==> config.mk <==
export PLATFORM = sky130hd
export DESIGN_NAME = dflash_cs_steer
export DESIGN_NICKNAME = d
export VERILOG_FILES = /design/src/rtl/dflash_pkg.sv /design/src/rtl/dflash_cfg_reg.sv /design/src/rtl/dflash_sel_fsm.sv /design/src/rtl/dflash_io_path.sv /design/src/rtl/dflash_cs_steer.sv
export SDC_FILE = /design/constraint.sdc
export NUM_CORES = 1
export LEC_CHECK = 0
export BUFFER_PORTS_ARGS = -buffer_cell sky130_fd_sc_hd__buf_2
export CAP_MARGIN = 0
export CORE_MARGIN = 3
export CORE_UTILIZATION = 28
export CTS_BUF_LIST = sky130_fd_sc_hd__clkbuf_4 sky130_fd_sc_hd__clkbuf_8
export DETAILED_ROUTE_END_ITERATION = 7
export HOLD_SLACK_MARGIN = 0.12
export PLACE_DENSITY = 0.8
export SYNTH_ARGS = -nofsm -noshare
export SYNTH_HDL_FRONTEND = slang
export SYNTH_SLANG_ARGS = --single-unit
==> constraint.sdc <==
create_clock -name clk -period 1.6 [get_ports clk]
set_input_delay 0 -clock clk [delete_from_list [all_inputs] [get_ports clk]]
set_output_delay 0 -clock clk [all_outputs]
set_load 0.02 [all_outputs]
==> src/rtl/dflash_pkg.sv <==
package dflash_pkg;
    typedef enum logic [1:0] {
        SEL_IDLE  = 2'd0,
        SEL_LOWER = 2'd1,
        SEL_UPPER = 2'd2
    } sel_state_t;

    function automatic logic pick_upper(input logic dual_en, input logic upper_page);
        return dual_en & upper_page;
    endfunction
endpackage

==> src/rtl/dflash_cfg_reg.sv <==
module dflash_cfg_reg #(
    parameter int CFG_W    = 32,
    parameter int DUAL_BIT = 30,
    parameter int PAGE_BIT = 28
) (
    input  logic             clk,
    input  logic             rst_n,
    input  logic             wr_en,
    input  logic [CFG_W-1:0] wr_data,
    output logic [CFG_W-1:0] rd_data,
    output logic             dual_en,
    output logic             upper_page
);
    always_ff @(posedge clk) begin
        if (!rst_n) begin
            dual_en    <= 1'b0;
            upper_page <= 1'b0;
        end else if (wr_en) begin
            dual_en    <= wr_data[DUAL_BIT];
            upper_page <= wr_data[PAGE_BIT];
        end
    end

    always_comb begin
        rd_data           = '0;
        rd_data[DUAL_BIT] = dual_en;
        rd_data[PAGE_BIT] = upper_page;
    end


    cfg_store_chk: assert property (@(posedge clk) disable iff (!rst_n)
        wr_en |=> (rd_data[DUAL_BIT] == $past(wr_data[DUAL_BIT])) &&
                  (rd_data[PAGE_BIT] == $past(wr_data[PAGE_BIT])));
endmodule

==> src/rtl/dflash_sel_fsm.sv <==
module dflash_sel_fsm
    import dflash_pkg::*;
(
    input  logic clk,
    input  logic rst_n,
    input  logic eng_cs_n,
    input  logic dual_en,
    input  logic upper_page,
    output logic lo_cs_n,
    output logic hi_cs_n
);
    sel_state_t state_q, state_d;
    logic       want_upper;

    assign want_upper = pick_upper(dual_en, upper_page);

    always_ff @(posedge clk) begin
        if (!rst_n) state_q <= SEL_IDLE;
        else        state_q <= state_d;
    end

    always_comb begin
        state_d = state_q;
        unique case (state_q)
            SEL_IDLE: begin
                if (!eng_cs_n) state_d = want_upper ? SEL_UPPER : SEL_LOWER;
            end
            SEL_LOWER: begin
                if (eng_cs_n) state_d = SEL_IDLE;
            end
            SEL_UPPER: begin
                if (eng_cs_n) state_d = SEL_IDLE;
            end
            default: state_d = SEL_IDLE;
        endcase
    end

    always_comb begin
        lo_cs_n = 1'b1;
        hi_cs_n = 1'b1;
        unique case (state_q)
            SEL_IDLE: begin
                if (!eng_cs_n) begin
                    hi_cs_n = !want_upper;
                    lo_cs_n = want_upper;
                end
            end
            SEL_LOWER: lo_cs_n = eng_cs_n;
            SEL_UPPER: hi_cs_n = eng_cs_n;
            default: begin
                lo_cs_n = 1'b1;
                hi_cs_n = 1'b1;
            end
        endcase
    end


    sel_excl_chk: assert property (@(posedge clk) disable iff (!rst_n)
        !(!lo_cs_n && !hi_cs_n));


    sel_idle_high_chk: assert property (@(posedge clk) disable iff (!rst_n)
        eng_cs_n |-> (lo_cs_n && hi_cs_n));


    sel_hold_chk: assert property (@(posedge clk) disable iff (!rst_n)
        (!eng_cs_n && $past(!eng_cs_n) && $past(rst_n)) |-> ($stable(lo_cs_n) && $stable(hi_cs_n)));


    single_mode_chk: assert property (@(posedge clk) disable iff (!rst_n)
        (state_q == SEL_IDLE && !dual_en) |-> hi_cs_n);
endmodule

==> src/rtl/dflash_io_path.sv <==
module dflash_io_path #(
    parameter int DQ_W = 4
) (
    input  logic            eng_sclk,
    input  logic [DQ_W-1:0] eng_dq_out,
    input  logic [DQ_W-1:0] eng_dq_oe,
    output logic [DQ_W-1:0] eng_dq_in,
    output logic            dev_sclk,
    output logic [DQ_W-1:0] bus_dq_out,
    output logic [DQ_W-1:0] bus_dq_oe,
    input  logic [DQ_W-1:0] bus_dq_in
);
    assign dev_sclk = eng_sclk;

    for (genvar g = 0; g < DQ_W; g++) begin : g_lane
        assign bus_dq_out[g] = eng_dq_out[g];
        assign bus_dq_oe[g]  = eng_dq_oe[g];
        assign eng_dq_in[g]  = bus_dq_in[g];
    end
endmodule

==> src/rtl/dflash_cs_steer.sv <==
module dflash_cs_steer #(
    parameter int CFG_W    = 32,
    parameter int DUAL_BIT = 30,
    parameter int PAGE_BIT = 28,
    parameter int DQ_W     = 4
) (
    input  logic             clk,
    input  logic             rst_n,
    input  logic             cfg_wr_en,
    input  logic [CFG_W-1:0] cfg_wr_data,
    output logic [CFG_W-1:0] cfg_rd_data,
    input  logic             eng_cs_n,
    input  logic             eng_sclk,
    input  logic [DQ_W-1:0]  eng_dq_out,
    input  logic [DQ_W-1:0]  eng_dq_oe,
    output logic [DQ_W-1:0]  eng_dq_in,
    output logic             dev_sclk,
    output logic             dev_lo_cs_n,
    output logic             dev_hi_cs_n,
    output logic [DQ_W-1:0]  bus_dq_out,
    output logic [DQ_W-1:0]  bus_dq_oe,
    input  logic [DQ_W-1:0]  bus_dq_in
);
    logic dual_en;
    logic upper_page;

    dflash_cfg_reg #(
        .CFG_W(CFG_W), .DUAL_BIT(DUAL_BIT), .PAGE_BIT(PAGE_BIT)
    ) i_cfg (
        .clk(clk), .rst_n(rst_n),
        .wr_en(cfg_wr_en), .wr_data(cfg_wr_data), .rd_data(cfg_rd_data),
        .dual_en(dual_en), .upper_page(upper_page)
    );

    dflash_sel_fsm i_fsm (
        .clk(clk), .rst_n(rst_n), .eng_cs_n(eng_cs_n),
        .dual_en(dual_en), .upper_page(upper_page),
        .lo_cs_n(dev_lo_cs_n), .hi_cs_n(dev_hi_cs_n)
    );

    dflash_io_path #(.DQ_W(DQ_W)) i_io (
        .eng_sclk(eng_sclk), .eng_dq_out(eng_dq_out), .eng_dq_oe(eng_dq_oe),
        .eng_dq_in(eng_dq_in), .dev_sclk(dev_sclk),
        .bus_dq_out(bus_dq_out), .bus_dq_oe(bus_dq_oe), .bus_dq_in(bus_dq_in)
    );


    oe_follow_chk: assert property (@(posedge clk) disable iff (!rst_n)
        bus_dq_oe == eng_dq_oe);
endmodule

==> results_dict.tcl, run 1 <==
set metrics [dict create \
    outcome "finished clean" \
    fin_cells 113 \
    insertion_delay_ns 0.24 \
    core_um2 1840 \
    critPathCaptureType "output port" \
    maxCapViolCount 0 \
    track_usage 0.0855 \
    path_clk_slew_ns 0.04 \
    cts.sink_count 4 \
    synth_edf_count 0 \
    avgViaCountPerCell 3.54 \
    wirelength_mm 1.07 \
    tns_ns 0 \
    nets 142 \
    final_cell_mix "conb_1, dlygate4sd3_1, buf_2, inv_1, dfxtp_1" \
    drive_gt1_frac 0.148 \
    fp.dieW_um 51.5 \
    ys_warn_count 0 \
    grt_pass1_wl_mm 1.67 \
    drt_iter0_drc 17 \
    worst_slack_ns 0.151 \
    num_antenna_cells 0 \
    setup_violations 0 \
    synthFlopType "dfxtp_1" \
    dpl_cell_area_um2 428 \
    avgRoutedWirePerCell_um 9.43 \
    root_buffer "clkbuf_4" \
    fp.dieH_um 51.5 \
    grt_pass1_vias 412 \
    power.leakage_nw 0.328 \
    ant_nets 0 \
    pwr-share-comb 0.435 \
    timing.fmax_ghz 0.690 \
    cpMaxStageDelayCell "dfxtp_1" \
    arrival_ns 1.45 \
    stdcell_area_um2 641 \
    path_class "flop to output port" \
    ys_ff_latch 4 \
    grt_overflow 0 \
    grt_start_max_net_pins 6 \
    intPower_w 0.000249 \
    hpwlAfterDp_um 656 \
    synth_cell_type_count 15 \
    clock_power_share 0.301 \
    dieArea_um2 2660 \
    finClkSkew_ns 0.0101 \
    postCtsSetupBuffers 0 \
    power.switching_w 0.000176 \
    fin_crit_sh 0.905 \
    cp_data_required_time_ns 1.60 \
    syn_area_um2 581 \
    synthCells 73 \
    slew_viol_final 0 \
    via_count 400 \
    crit_fanout 5 \
    cts_tree "done" \
    finalHoldViolCount 0 \
    rsz0062_at_grt "no" \
    fin_crit_ns 1.45 \
    critPathLaunchType "flop" \
    nFillCells 203 \
    dp_cells 91 \
    h-tree-depth 1 \
    dr.pass1.iters 4 \
    gp_congestion 0.722 \
    p_per_area_nw_per_um2 665 \
    io-pin-count 96 \
    layout_commonest_cell "conb_1" \
    irDropWorstVdd_mv 0.464 \
    area_delta_synth_final_pct 10.3 \
    path_cells "inv_1 > ha_1 > nand2b_1 > a21o_2 > buf_2" \
    start_util 0.316 \
    synthArstFlopShare 0 \
    hp-class "flop to flop" \
    remaining_drc_errors 0 \
    cts_max_path_buffers 2 \
    swShare 0.414 \
    avgSynthCellArea_um2 7.95 \
    ys_seq_area_frac 0.138 \
    antenna_found_initial 0 \
    post-place-ws_ns 0.275 \
    slowest_delay_ns 0.36 \
    numCtsBuffers 3 \
    io_buffers 9 \
    seqPwrFrac 0.265 \
    floorplan.rows 15 \
]
## area by class of cell
type                            instances  area [um^2]  share of cell area
Timing Repair Buffer                   28          235               0.367
Sequential cell                         4         80.1               0.125
Inverter                                4         15.0              0.0234
Tap cell                               25         31.3              0.0488
Clock buffer                            3         22.5              0.0352
Multi-Input combinational cell         49          256               0.400
## sequential cells by signal, indices dropped and copies added (netlist names)
| name | cells |
|---|---|
| i_cfg.upper_page | 1 |
| i_cfg.dual_en | 1 |
| i_fsm.state_q | 2 |
## kinds of logic after synthesis
group | count (synthesis) | synth area share
AO/OA/AOI/OAI | 4 | 0.0582
adder cells (fa/ha/maj) | 3 | 0.0647
other | 1 | 0.00646
multiplexers | 3 | 0.0517
AND/OR/NAND/NOR | 9 | 0.0733
buffers and inverters | 49 | 0.608
flip-flops | 4 | 0.138
## what timing repair did
item                      4_1_cts  5_1_grt
hold endpoints to repair       17        0
gates resized for setup         0        0
hold buffers                   19        0
## power by group through the flow
stage          registers [W]  logic, W  clock network (W)
2_1_floorplan       0.000112  0.000207                  0
3_3_place_gp        0.000114  0.000116                  0
3_5_place_dp        0.000114  0.000119                  0
4_1_cts             0.000113  0.000183           0.000133
5_1_grt             0.000114  0.000201           0.000145
6_report            0.000113  0.000185           0.000128
## critical path: cells and delay by family, from the launching register on
kind | cells | cell delay, ns
flip-flops | 1 | 0.36
AO/OA/AOI/OAI | 1 | 0.20
adder cells (fa/ha/maj) | 1 | 0.25
buffers and inverters | 2 | 0.23
AND/OR/NAND/NOR | 1 | 0.17
## layer usage
metal	wire length, um	GRT usage
met5	0	0
met4	8	0.0262
met3	161	0.0602
met2	545	0.150
met1	351	0.0773
## worst paths after layout
path / from / endpoint / slack [ns] / cells past startpoint
hold / removal: i_fsm.state_q[0] / i_fsm.state_q[0] / 0.50 / 2
hold reg to reg: i_fsm.state_q[0] / i_fsm.state_q[0] / 0.50 / 2
setup / recovery: i_fsm.state_q[0] / dev_hi_cs_n / 0.15 / 5
setup reg to reg: i_fsm.state_q[0] / i_fsm.state_q[1] / 0.25 / 4
## through the flow
stage / hold WS [ns] / power [W] / util
after floorplan: 0.113 / 0.000319 / -
after global placement: 0.000137 / 0.000230 / 0.233
after detailed placement: 0.000137 / 0.000233 / 0.233
after CTS: 0.494 / 0.000429 / 0.348
after global routing: 0.539 / 0.000460 / 0.348
final: 0.499 / 0.000426 / 0.348
## synth_stat cells, drive strengths merged, types with 2 or more instances
cell,n,share of area
ha,3,0.065
nor2,2,0.013
buf,45,0.58
inv,4,0.026
mux2i,3,0.052
o32ai,2,0.030
nand2,3,0.019
dfxtp,4,0.14
Power figures use the tool's default switching activity.
==> run 2, diff against run 1 <==
--- a/config.mk
+++ b/config.mk
@@ -13,6 +13,7 @@
 export DETAILED_ROUTE_END_ITERATION = 7
 export HOLD_SLACK_MARGIN = 0.12
 export PLACE_DENSITY = 0.8
+export SETUP_SLACK_MARGIN = 0.5
 export SYNTH_ARGS = -nofsm -noshare
 export SYNTH_HDL_FRONTEND = slang
 export SYNTH_SLANG_ARGS = --single-unit
==> run 2 against run 1 <==
Global-route usage fell by 0.61 points. Sequential share of layout area fell by 0.52 points. Cell area up 7.6%. Critical path depth unchanged. Sequential power about the same. Clock power is 5% lower.
==> results_dict.tcl, run 2 (synthesized netlist as in run 1, its figures left out) <==
set metrics [dict create \
    dp_cells 91 \
    cts_max_path_buffers 2 \
    nets 143 \
    critPathCaptureType "output port" \
    largest_register_ffs 2 \
    area_delta_synth_final_pct 18.7 \
    io_buffers 9 \
    start_util 0.316 \
    ant_nets 0 \
    dieArea_um2 2660 \
    cts_tree "done" \
    num_antenna_cells 0 \
    insertion_delay_ns 0.23 \
    remaining_drc_errors 0 \
    fin_total_pwr_w 0.000440 \
    slew_viol_final 0 \
    cp_data_required_time_ns 1.60 \
    arrival_ns 1.24 \
    final_cell_mix "conb_1, dlygate4sd3_1, buf_2, buf_4" \
    fp.dieH_um 51.5 \
    fp.dieW_um 51.5 \
    io-pin-count 96 \
    dr.pass1.iters 2 \
    finClkSkew_ns 0.00133 \
    crit_fanout 2 \
    via_count 399 \
    grt_start_max_net_pins 5 \
    maxCapViolCount 0 \
    fin_crit_sh 0.772 \
    power.leakage_nw 0.352 \
    worstReg2RegStart "i_fsm.state_q[1]" \
    gp_congestion 0.657 \
    h-tree-depth 1 \
    rsz0062_at_grt "yes" \
    fin_cells 114 \
    drt_iter0_drc 1 \
    min_from "eng_cs_n" \
    irDropWorstVdd_mv 0.224 \
    reg2reg_to "i_fsm.state_q[1]" \
    top_register "i_fsm.state_q" \
    avgViaCountPerCell 3.50 \
    finalHoldViolCount 0 \
    holdWs_ns 0.141 \
    tns_ns 0 \
    grt_overflow 0 \
    rr_worst_depth 4 \
    critPathLaunchType "flop" \
    track_usage 0.0794 \
    path_class "flop to output port" \
    timing.fmax_ghz 0.810 \
    hpwlAfterDp_um 673 \
    path_clk_slew_ns 0.04 \
    top_regs "i_fsm.state_q: 2 flops, i_cfg.dual_en: 1 flops, i_cfg.upper_page: 1 flops" \
    layout_commonest_cell "conb_1" \
    wirelength_mm 1.12 \
    whs_endpoint "i_fsm.state_q[0]" \
    grt_pass1_vias 361 \
    cts.sink_count 4 \
    floorplan.rows 15 \
    numCtsBuffers 3 \
    root_buffer "clkbuf_4" \
    worst_slack_ns 0.365 \
    post-place-ws_ns 0.409 \
    p_per_area_nw_per_um2 638 \
    core_um2 1840 \
    fin_crit_ns 1.24 \
    nFillCells 200 \
    avgRoutedWirePerCell_um 9.82 \
    grt_pass1_wl_mm 1.48 \
    hp-class "primary input to flop" \
    antenna_found_initial 0 \
    drive_gt1_frac 0.270 \
    setup_violations 0 \
    hold_depth 3 \
    outcome "finished clean" \
    rrSetupSlack_ns 0.42 \
]
-- run 2: routing by layer --
metal / track usage / vias up / part of all wire
met5: 0 / - / 0
met1: 0.0525 / 176 / 0.26
li1: - / 185 / -
met3: 0.0573 / 2 / 0.15
met2: 0.161 / 36 / 0.59
met4: 0.0262 / 0 / 0.0036
-- run 2: worst max-delay path: stages, from the launching register on --
cell      delay [ns]
dfxtp_2         0.34
buf_4           0.12
ha_1            0.19
nand2b_4        0.05
a21o_2          0.18
buf_6           0.12
-- run 2: worst max path at each step --
stage | start | endpoint | slack (ns) | cells past startpoint
4_1_cts | i_fsm.state_q[0] | dev_hi_cs_n | 0.37 | 5
6_report | i_fsm.state_q[1] | dev_hi_cs_n | 0.36 | 5
5_1_grt | i_fsm.state_q[1] | dev_hi_cs_n | 0.32 | 5
3_5_place_dp | i_fsm.state_q[0] | i_fsm.state_q[1] | 0.41 | 4
3_3_place_gp | i_fsm.state_q[0] | i_fsm.state_q[1] | 0.47 | 4
2_1_floorplan | i_fsm.state_q[0] | i_fsm.state_q[0] | 0.52 | 4
-- run 2: final cells by class --
type / count / area, um^2 / share of cell area
Multi-Input combinational cell: 49 / 292 / 0.423
Clock buffer: 3 / 22.5 / 0.0327
Tap cell: 25 / 31.3 / 0.0454
Inverter: 4 / 15.0 / 0.0218
Timing Repair Buffer: 29 / 246 / 0.358
Sequential cell: 4 / 82.6 / 0.120
-- run 2: through the flow --
| step | utilization | area [um^2] |
|---|---|---|
| 2_1_floorplan | - | 704 |
| 3_3_place_gp | 0.241 | 443 |
| 3_5_place_dp | 0.241 | 443 |
| 4_1_cts | 0.373 | 687 |
| 5_1_grt | 0.375 | 689 |
| 6_report | 0.375 | 689 |
-- run 2: repair_timing --
action | 4_1_cts | 5_1_grt
hold endpoints to repair | 17 | 0
buffers inserted | 3 | 0
hold buffers | 17 | 0
gates resized for setup | 7 | 2
endpoints found under the setup margin | 4 | 4
pin swaps | 2 | 2
-- run 2: report_power, final --
| part | internal [W] | switching [W] | leakage (nW) |
|---|---|---|---|
| logic | 0.0000719 | 0.000132 | 0.305 |
| registers | 0.000108 | 0.00000690 | 0.0337 |
| clock network | 0.0000836 | 0.0000376 | 0.0138 |
==> run 3, diff against run 2 <==
==> constraint.sdc (replaced) <==
create_clock -name clk -period 1.15 [get_ports clk]
set_input_delay 0 -clock clk [delete_from_list [all_inputs] [get_ports clk]]
set_output_delay 0 -clock clk [all_outputs]
set_load 0.02 [all_outputs]
==> run 3 against run 2 <==
The run now ends with setup timing left. Critical path depth stayed put. Wire length is 3.5% lower. Clock-buffer cell count stayed put. Clock skew is 0.0048 ns higher. Register-to-register slack worse by 0.43 ns. Sequential cell count stayed put. Highest routed layer is now met3.
==> results_dict.tcl, run 3 (synthesized netlist as in run 1, its figures left out) <==
set metrics [dict create \
    track_usage 0.0668 \
    top_register "i_fsm.state_q" \
    power.leakage_nw 0.459 \
    io-pin-count 96 \
    grt_pass1_vias 309 \
    regArea_um2 86.3 \
    path_class "flop to output port" \
    core_um2 1840 \
    start_util 0.316 \
    root_buffer "clkbuf_4" \
    post-place-ws_ns -0.00263 \
    fp.dieW_um 51.5 \
    num_antenna_cells 0 \
    area_delta_synth_final_pct 25.6 \
    cts_tree "done" \
    crit_fanout 4 \
    dieArea_um2 2660 \
    irDropWorstVdd_mv 0.734 \
    timing.fmax_ghz 0.797 \
    numCtsBuffers 3 \
    outcome "finished, violations left" \
    worst_slack_ns -0.105 \
    ctsHoldBuffers 13 \
    cts_max_path_buffers 2 \
    antenna_found_initial 0 \
    avgViaCountPerCell 3.52 \
    fin_total_pwr_w 0.000656 \
    worstReg2RegStart "i_fsm.state_q[0]" \
    critPathCaptureType "output port" \
    maxCapViolCount 0 \
    gp_congestion 0.617 \
    multi_input_area_um2 325 \
    nFillCells 205 \
    cp_data_required_time_ns 1.15 \
    hp-class "primary input to flop" \
    critPathLaunchType "flop" \
    drt_iter0_drc 4 \
    fin_crit_sh 1.09 \
    wl_met3_um 140 \
    dr.pass1.iters 4 \
    avgRoutedWirePerCell_um 9.82 \
    top_regs "i_fsm.state_q: 2 flops, i_cfg.dual_en: 1 flops, i_cfg.upper_page: 1 flops" \
    floorplan.rows 15 \
    fin_crit_ns 1.25 \
    min_from "cfg_wr_data[30]" \
    remaining_drc_errors 0 \
    rsz0062_at_grt "yes" \
    ant_nets 0 \
    cts.sink_count 4 \
    setup_violations 3 \
    p_per_area_nw_per_um2 899 \
    via_count 387 \
    nets 139 \
    grt_overflow 0 \
    h-tree-depth 1 \
    arrival_ns 1.25 \
    holdWs_ns 0.00883 \
    grt_pass1_wl_mm 1.26 \
    largest_register_ffs 2 \
    failed_checks "setup timing" \
    drive_gt1_frac 0.329 \
    layout_commonest_cell "conb_1" \
    io_buffers 9 \
    insertion_delay_ns 0.24 \
    fp.dieH_um 51.5 \
    finClkSkew_ns 0.00611 \
    crit_start "i_fsm.state_q[1]" \
    final_cell_mix "conb_1, dlymetal6s4s_1, buf_2" \
    top_layer_used "met3" \
    slew_viol_final 0 \
    wl_met1_um 334 \
    wirelength_mm 1.08 \
    grt_start_max_net_pins 5 \
    wl_met2_um 605 \
    path_clk_slew_ns 0.04 \
    finalHoldViolCount 0 \
]
[run 3: changes by cell type in the layout (fill, tap and decap cells not counted), sizes merged]
cell          delta
dlygate4sd3     -17
dlymetal6s4s    +13
[run 3: worst paths after layout]
kind                      endpoint  slack [ns]  depth (start not counted)
setup / recovery       dev_hi_cs_n       -0.10                          5
hold / removal       i_cfg.dual_en       0.009                          3
setup reg to reg  i_fsm.state_q[0]       -0.01                          4
hold reg to reg   i_fsm.state_q[1]        0.50                          2
[run 3: worst max-delay path: stages, from the launching register on]
cell and delay [ns]:
dfxtp_2 0.34, inv_2 0.05, ha_4 0.17, nand2b_4 0.14
a21o_4 0.19, buf_6 0.12
[run 3: repair_timing]
action | 4_1_cts | 5_1_grt
setup endpoints to repair | 6 | 21
pin swaps | 2 | 1
resized for setup | 9 | 19
hold endpoints to repair | 17 | 4
buffers inserted | 2 | 1
[run 3: stage by stage]
| step | instances | utilization | instance area, um^2 | setup TNS [ns] |
|---|---|---|---|---|
| after floorplan | 102 | - | 723 | 0 |
| after global placement | 91 | 0.251 | 462 | 0 |
| after detailed placement | 91 | 0.251 | 462 | -0.00263 |
| after CTS | 109 | 0.356 | 656 | -0.202 |
| after global routing | 110 | 0.397 | 729 | -0.362 |
| final | 110 | 0.397 | 729 | -0.171 |
[run 3: final cells by class]
cell class | count | share of cell area
Inverter | 4 | 0.0206
Sequential cell | 4 | 0.118
Clock buffer | 3 | 0.0309
Tap cell | 25 | 0.0429
Timing Repair Buffer | 25 | 0.341
Multi-Input combinational cell | 49 | 0.446
[run 3: per-layer routing]
layer,up-vias,global-route usage
met5,-,0
met4,0,0.0131
met1,174,0.0719
met2,34,0.104
li1,179,-
met3,0,0.0516
[run 3: power breakdown]
group	switching, W	internal, W	total [W]
registers	0.0000100	0.000149	0.000159
clock network	0.0000623	0.000117	0.000179
logic	0.000196	0.000121	0.000317
total	0.000269	0.000387	0.000656
